$ cat config.mk
export PLATFORM = sky130hd
export DESIGN_NAME = cond_exec_unit
export DESIGN_NICKNAME = d
export VERILOG_FILES = /design/src/rtl/cexu_pkg.sv /design/src/rtl/cexu_cond_eval.sv /design/src/rtl/cexu_flag_reg.sv /design/src/rtl/cond_exec_unit.sv
export SDC_FILE = /design/constraint.sdc
export NUM_CORES = 1
export LEC_CHECK = 0
export BUFFER_PORTS_ARGS = -buffer_cell sky130_fd_sc_hd__buf_4
export CAP_MARGIN = 20
export CELL_PAD_IN_SITES_DETAIL_PLACEMENT = 2
export CELL_PAD_IN_SITES_GLOBAL_PLACEMENT = 2
export CORE_MARGIN = 3
export CORE_UTILIZATION = 23
export CTS_CLUSTER_DIAMETER = 150
export CTS_CLUSTER_SIZE = 12
export DETAILED_ROUTE_END_ITERATION = 8
export PLACE_DENSITY_LB_ADDON = 0.12
export SYNTH_ARGS = -nofsm -noshare
export SYNTH_HDL_FRONTEND = slang
export SYNTH_SLANG_ARGS = --single-unit
$ cat constraint.sdc
create_clock -name clk -period 1.25 [get_ports clk]
set_input_delay 0.1875 -clock clk [delete_from_list [all_inputs] [get_ports clk]]
set_output_delay 0.1875 -clock clk [all_outputs]
set_load 0.01 [all_outputs]
$ cat src/rtl/cexu_pkg.sv
package cexu_pkg;

    localparam int COND_W = 4;
    localparam int FLAG_W = 4;

    // Flag vector bit positions
    localparam int FN = 3;
    localparam int FZ = 2;
    localparam int FC = 1;
    localparam int FV = 0;

    typedef enum logic [COND_W-1:0] {
        CC_EQ = 4'b0000,
        CC_NE = 4'b0001,
        CC_CS = 4'b0010,
        CC_CC = 4'b0011,
        CC_MI = 4'b0100,
        CC_PL = 4'b0101,
        CC_VS = 4'b0110,
        CC_VC = 4'b0111,
        CC_HI = 4'b1000,
        CC_LS = 4'b1001,
        CC_GE = 4'b1010,
        CC_LT = 4'b1011,
        CC_GT = 4'b1100,
        CC_LE = 4'b1101,
        CC_AL = 4'b1110,
        CC_NV = 4'b1111
    } cond_e;

    typedef enum logic [0:0] {
        SLOT_IDLE   = 1'b0,
        SLOT_ACTIVE = 1'b1
    } slot_state_e;

    typedef struct packed {
        logic pass;
        logic is_cmp;
        logic upd;
    } slot_info_t;

endpackage

$ cat src/rtl/cexu_cond_eval.sv
module cexu_cond_eval
    import cexu_pkg::*;
(
    input  logic [COND_W-1:0] code,
    input  logic [FLAG_W-1:0] flg,
    output logic              pass
);
    logic n, z, c, v;
    logic base;

    assign n = flg[FN];
    assign z = flg[FZ];
    assign c = flg[FC];
    assign v = flg[FV];

    // Codes pair up: even code tests a predicate, odd code its inverse,
    // except the last pair (always / never).
    always_comb begin
        unique case (code[COND_W-1:1])
            3'd0: base = z;
            3'd1: base = c;
            3'd2: base = n;
            3'd3: base = v;
            3'd4: base = c & ~z;
            3'd5: base = ~(n ^ v);
            3'd6: base = ~z & ~(n ^ v);
            default: base = 1'b1;
        endcase
    end

    always_comb begin
        if (code[COND_W-1:1] == 3'd7) begin
            pass = ~code[0];
        end else begin
            pass = base ^ code[0];
        end
    end
endmodule

$ cat src/rtl/cexu_flag_reg.sv
module cexu_flag_reg
    import cexu_pkg::*;
(
    input  logic              clk,
    input  logic              rst_n,
    input  logic              load,
    input  logic [FLAG_W-1:0] din,
    output logic [FLAG_W-1:0] q
);
    always_ff @(posedge clk or negedge rst_n) begin
        if (!rst_n) begin
            q <= '0;
        end else if (load) begin
            q <= din;
        end
    end
endmodule

$ cat src/rtl/cond_exec_unit.sv
module cond_exec_unit
    import cexu_pkg::*;
(
    input  logic              clk,
    input  logic              rst_n,
    input  logic              issue,
    input  logic [COND_W-1:0] cond_code,
    input  logic              set_flags,
    input  logic              compare_op,
    input  logic              alu_n,
    input  logic              alu_z,
    input  logic              alu_c,
    input  logic              alu_v,
    input  logic              exec_done,
    output logic              busy,
    output logic              exec_en,
    output logic              reg_wr_en,
    output logic [FLAG_W-1:0] flags
);
    slot_state_e state_q, state_d;
    slot_info_t  info_q;
    logic        cond_pass;
    logic        accept;
    logic        retire;
    logic        flag_load;
    logic [FLAG_W-1:0] alu_flags;

    assign alu_flags = {alu_n, alu_z, alu_c, alu_v};

    cexu_cond_eval u_eval (
        .code (cond_code),
        .flg  (flags),
        .pass (cond_pass)
    );

    // Next-state logic
    always_comb begin
        state_d = state_q;
        accept  = 1'b0;
        retire  = 1'b0;
        unique case (state_q)
            SLOT_IDLE: begin
                if (issue) begin
                    accept  = 1'b1;
                    state_d = SLOT_ACTIVE;
                end
            end
            SLOT_ACTIVE: begin
                if (exec_done) begin
                    retire  = 1'b1;
                    state_d = SLOT_IDLE;
                end
            end
            default: state_d = SLOT_IDLE;
        endcase
    end

    // State register
    always_ff @(posedge clk or negedge rst_n) begin
        if (!rst_n) begin
            state_q <= SLOT_IDLE;
        end else begin
            state_q <= state_d;
        end
    end

    // Slot information captured on accept
    always_ff @(posedge clk or negedge rst_n) begin
        if (!rst_n) begin
            info_q <= '0;
        end else if (accept) begin
            info_q.pass   <= cond_pass;
            info_q.is_cmp <= compare_op;
            info_q.upd    <= set_flags | compare_op;
        end
    end

    // Outputs
    always_comb begin
        busy      = 1'b0;
        exec_en   = 1'b0;
        reg_wr_en = 1'b0;
        unique case (state_q)
            SLOT_IDLE: ;
            SLOT_ACTIVE: begin
                busy      = 1'b1;
                exec_en   = info_q.pass;
                reg_wr_en = info_q.pass & ~info_q.is_cmp;
            end
            default: ;
        endcase
    end

    assign flag_load = retire & info_q.pass & info_q.upd;

    cexu_flag_reg u_flags (
        .clk   (clk),
        .rst_n (rst_n),
        .load  (flag_load),
        .din   (alu_flags),
        .q     (flags)
    );
endmodule

==> out/qor.yml, run 1 <==
setup_viol: 0
ios: 21
switchingPower_uw: 479
start_util: 0.261
num_vias: 434
cts_root_buf: "clkbuf_4"
fmax_mhz: 819
clk_pin_slew_worst_paths_ns: 0.06
combPwrFrac: 0.516
cp.required_ns: 1.06
grt_pass1_vias: 497
final_antenna_net_count: 0
tritoncts: "yes"
cts_buffers: 3
place_area_um2: 643
drc: 0
num_rows: 14
seq_area_um2: 200
clock_latency_ns: 0.25
grt_use_total: 0.130
synth_fp_nets: 57
stdcell_area_um2: 724
swShare: 0.354
irDropWorstVdd_v: 0.000946
multi_input_area_um2: 255
crit_path_end_kind: "output pin"
routedWlPerCell_um: 15.4
clock-sinks: 8
maxSlewViolCount: 0
crit_fanout: 3
synth_edf_count: 0
final_util: 0.445
synth_commonest_cells: "dfrtp_1, nand2_1, mux2_2"
nNetsFinal: 89
synthSimpleGateAreaFrac: 0.238
synth-seq-cells: 8
max_slew.worst_pin.slew_ns: 0.313
synthFlopType: "dfrtp_1"
p_seq_frac: 0.335
fin_crit_sh: 0.977
critical_path_class: "flop to output pin"
placeableCoreArea_mm2: 0.00163
detail_route.iter0.violations: 1
slew_headroom: 0.790
cp_top_family: "flip-flops"
worstPathArrival_ns: 1.03
synth-xor-area-share: 0.0206
yosysTopAreaCell: "dfrtp_1"
ys_async_sr_fraction: 1.00
die-area_mm2: 0.00240
fin_crit_ns: 1.22
syn-cell-area_um2: 425
fillers: 183
timing.final.ws_setup_ns: 0.0284
slowest_delay_ns: 0.38
fp.dieW_um: 49.0
path_cells: "and2_4 -> nor2b_4 -> buf_6"
power_density_mw_per_mm2: 1870
rsz0062_at_grt: "yes"
hold_violations: 0
ys_warn_count: 0
synth-compound-area-share: 0.100
syn_avg_cell_area_um2: 9.89
grt_max_degree: 9
syn_inst: 43
gp_congestion: 0.689
layout-drive-gt1-share: 0.562
place_ws_ns: -0.0254
synth_top_area_frac: 0.471
yosys.area_share.adder: 0
p_clk_frac: 0.149
post-synth-top-count-cell: "dfrtp_1"
p_int_uw: 876
clock_path_buffers: 2
hold_class: "primary input to flop"
firstDrtPassIters: 2
overflow: 0
syn_to_final_growth_pct: 70.3
p_leak_nw: 0.348
worst_setup_path_start_kind: "flop"
htreeDepth: 1
worst-path-buf-inv: 1
n_antenna_cell: 0
status: "complete, no violations"
finalClockSkew_ns: 0.00825
viasPerCell: 4.47
drt-total-wl_um: 1490
ys_types: 19
synth_top_family_by_area: "simple AND/OR/NAND/NOR gates"
synthMuxAreaShare: 0.153
dieHeight_um: 49.0
antenna_found_initial: 0
critPathSlowestCell: "dfrtp_1"
synth.yosys.seq_area_share: 0.471
max-cap-violations: 0
synth_area_leaders: "dfrtp_1, mux2_2, nand2_1"
grt_pass1_wl_um: 2410
io_buffers: 20
dp_hpwl_um: 1020
-- final timing paths --
path	slack (ns)	to	start	cells past startpoint
max	0.03	reg_wr_en	state_q$_DFF_PN0_	3
min	0.12	state_q$_DFF_PN0_	exec_done	2
max reg2reg	0.03	u_flags.q[3]$_DFFE_PN0P_	state_q$_DFF_PN0_	3
min reg2reg	0.54	info_q[1]$_DFFE_PN0P_	info_q[1]$_DFFE_PN0P_	2
max in group asynchronous	0.82	u_flags.q[1]$_DFFE_PN0P_	rst_n	2
min in group asynchronous	0.28	info_q[1]$_DFFE_PN0P_	rst_n	2
-- state kept, by name, indices dropped and copies added (netlist names) --
register   cells
info_q         3
u_flags.q      4
state_q        1
-- power groups by stage --
stage	Sequential (mW)	Combinational, mW	Clock, mW
2_1_floorplan	0.468	0.231	0
3_3_place_gp	0.437	0.581	0
6_report	0.454	0.699	0.202
3_5_place_dp	0.443	0.593	0
4_1_cts	0.441	0.608	0.202
5_1_grt	0.469	0.763	0.228
-- routing by layer --
layer	share of wire	vias to the layer above	global-route usage
met3	0.036	2	0.0398
met1	0.41	208	0.158
li1	-	212	-
met5	0	-	0
met2	0.54	12	0.224
met4	0.011	0	0.0284
-- metrics by stage --
step           total power, mW  hold slack (ns)  cells  TNS [ns]
6_report                  1.36            0.117     97         0
2_1_floorplan            0.699           -0.108     43         0
3_3_place_gp              1.02           0.0133     92         0
5_1_grt                   1.46            0.115     97    -0.114
3_5_place_dp              1.04           0.0139     92   -0.0901
4_1_cts                   1.25            0.117     96         0
-- cell usage in the layout (no fill, tap or decap), types with 2 or more instances in the layout --
cell type / synthesis / final
clkbuf_4: 0 / 3
mux2_2: 4 / 4
and2_4: 0 / 2
mux2i_1: 2 / 2
nand4_1: 2 / 2
nand2_1: 7 / 6
dfrtp_1: 8 / 8
inv_1: 2 / 2
buf_4: 0 / 25
nor2_1: 3 / 3
-- cells by family (layout without fill, tap and decap cells) --
| family | Yosys count | after routing |
|---|---|---|
| and+or+nand+nor | 20 | 20 |
| buffers and inverters | 2 | 32 |
| muxes | 6 | 6 |
| xor gates and xnor gates | 1 | 1 |
| AOI/OAI and AO/OA | 6 | 6 |
| DFF | 8 | 8 |
-- worst reg2reg max path: stages, from the launching register on --
cell     delay, ns
dfrtp_1       0.38
and2_4        0.17
nand3_1       0.18
mux2_2        0.37
-- repair_timing --
item	CTS	global route
endpoints found under the setup margin	6	6
pin swaps	1	5
hold buffers	1	0
gates resized for setup	1	8
buffers inserted	1	1
endpoints found under the hold margin	8	0
gates cloned	0	0
-- area by class of cell --
class,count,share of cell area
inverters,2,0.0104
flip-flops and latches,8,0.276
clock buffers,3,0.0311
well taps,24,0.0415
repair buffers,27,0.288
multi-input cells,33,0.352
No activity file was read; power rests on OpenSTA's default activity.
==> inputs of run 2 (changes only) <==
CTS_BUF_LIST = sky130_fd_sc_hd__clkbuf_8 sky130_fd_sc_hd__clkbuf_16   (was not set)
==> out/qor.yml, run 2 (synthesis results as in run 1) <==
status: "complete, no violations"
die-area_mm2: 0.00240
clk_pin_slew_worst_paths_ns: 0.04
seq_area_um2: 200
cp.required_ns: 1.06
htreeDepth: 1
worstPathArrival_ns: 1.02
max-cap-violations: 0
fin_cells: 96
largest_reg_flops: 4
antenna_found_initial: 0
cp_top_family: "flip-flops"
grt_pass1_vias: 489
worst-path-buf-inv: 1
setup_viol: 0
cts_buffers: 3
detail_route.iter0.violations: 0
nNetsFinal: 88
tritoncts: "yes"
crit_fanout: 3
gp_congestion: 0.689
reg.largest.list: "u_flags.q (4), info_q (3), state_q (1)"
critical_path_class: "flop to output pin"
cts_root_buf: "clkbuf_8"
io_buffers: 20
finalClockSkew_ns: 0.00163
num_rows: 14
syn_to_final_growth_pct: 68.2
dp_hpwl_um: 1020
drc: 0
dieHeight_um: 49.0
routedWlPerCell_um: 13.5
path_cells: "and2_4 -> nor2b_1 -> buf_4"
largest-register: "u_flags.q"
grt_max_degree: 9
power_mw: 1.38
fin_crit_ns: 1.21
fin_crit_sh: 0.967
slowest_delay_ns: 0.37
clock-sinks: 8
hold_slack_ns: 0.161
irDropWorstVdd_v: 0.00112
hold_class: "primary input to flop"
firstDrtPassIters: 1
slew_headroom: 0.826
crit_path_end_kind: "output pin"
multi_input_area_um2: 239
n_antenna_cell: 0
place_inst: 92
final_util: 0.439
ios: 21
rsz0062_at_grt: "yes"
max_slew.worst_pin.slew_ns: 0.259
final_common_cell: "buf_4"
final_cell_mix: "buf_4, dfrtp_1, nand2_1, mux2_2"
fmax_mhz: 827
num_vias: 435
critPathSlowestCell: "dfrtp_1"
layout-drive-gt1-share: 0.500
clock_latency_ns: 0.23
start_util: 0.261
fillers: 180
clock_path_buffers: 2
power_density_mw_per_mm2: 1930
maxSlewViolCount: 0
grt_pass1_wl_um: 2170
fp.dieW_um: 49.0
placeableCoreArea_mm2: 0.00163
worst_setup_path_start_kind: "flop"
grt_use_total: 0.120
p_leak_nw: 0.346
overflow: 0
drt-total-wl_um: 1300
final_antenna_net_count: 0
viasPerCell: 4.53
hold_violations: 0
[run 2: where the power goes]
part / leakage, nW / internal (mW) / total (mW) / switching, mW
clock network: 0.0216 / 0.208 / 0.306 / 0.0981
logic: 0.229 / 0.368 / 0.617 / 0.249
registers: 0.0946 / 0.358 / 0.454 / 0.0965
total: 0.346 / 0.934 / 1.38 / 0.444
[run 2: routing by layer]
metal,track usage,vias to the layer above,share of wire
li1,-,209,-
met5,0,-,0
met1,0.148,211,0.44
met3,0.0214,4,0.029
met2,0.192,11,0.51
met4,0.0711,0,0.021
[run 2: worst paths after layout]
kind | slack, ns | to | start | cells after the start
hold / removal | 0.16 | state_q$_DFF_PN0_ | exec_done | 2
setup / recovery | 0.04 | reg_wr_en | state_q$_DFF_PN0_ | 3
max in group asynchronous | 0.80 | u_flags.q[2]$_DFFE_PN0P_ | rst_n | 2
hold reg to reg | 0.48 | info_q[1]$_DFFE_PN0P_ | info_q[1]$_DFFE_PN0P_ | 2
setup reg to reg | 0.04 | info_q[2]$_DFFE_PN0P_ | u_flags.q[0]$_DFFE_PN0P_ | 4
min in group asynchronous | 0.32 | info_q[2]$_DFFE_PN0P_ | rst_n | 2
[run 2: metrics by stage]
step	worst slack, ns	instance area, um2	setup TNS [ns]
CTS	0.0220	704	0
global route	-0.0341	716	-0.0341
detailed placement	-0.0254	643	-0.0901
floorplan	0.00108	425	0
global placement	0.00261	643	0
finish	0.0407	716	0
[run 2: cell type report]
cell class              count  share of cell area
well taps                  24              0.0420
clock buffers               3              0.0577
multi-input cells          33               0.334
flip-flops and latches      8               0.280
inverters                   2              0.0105
repair buffers             26               0.276
[run 2: what timing repair did]
action	4_1_cts	5_1_grt
hold buffers	1	0
pin swaps	1	3
setup endpoints to repair	7	6
resized for setup	2	2
buffers inserted	1	0
hold endpoints to repair	8	0
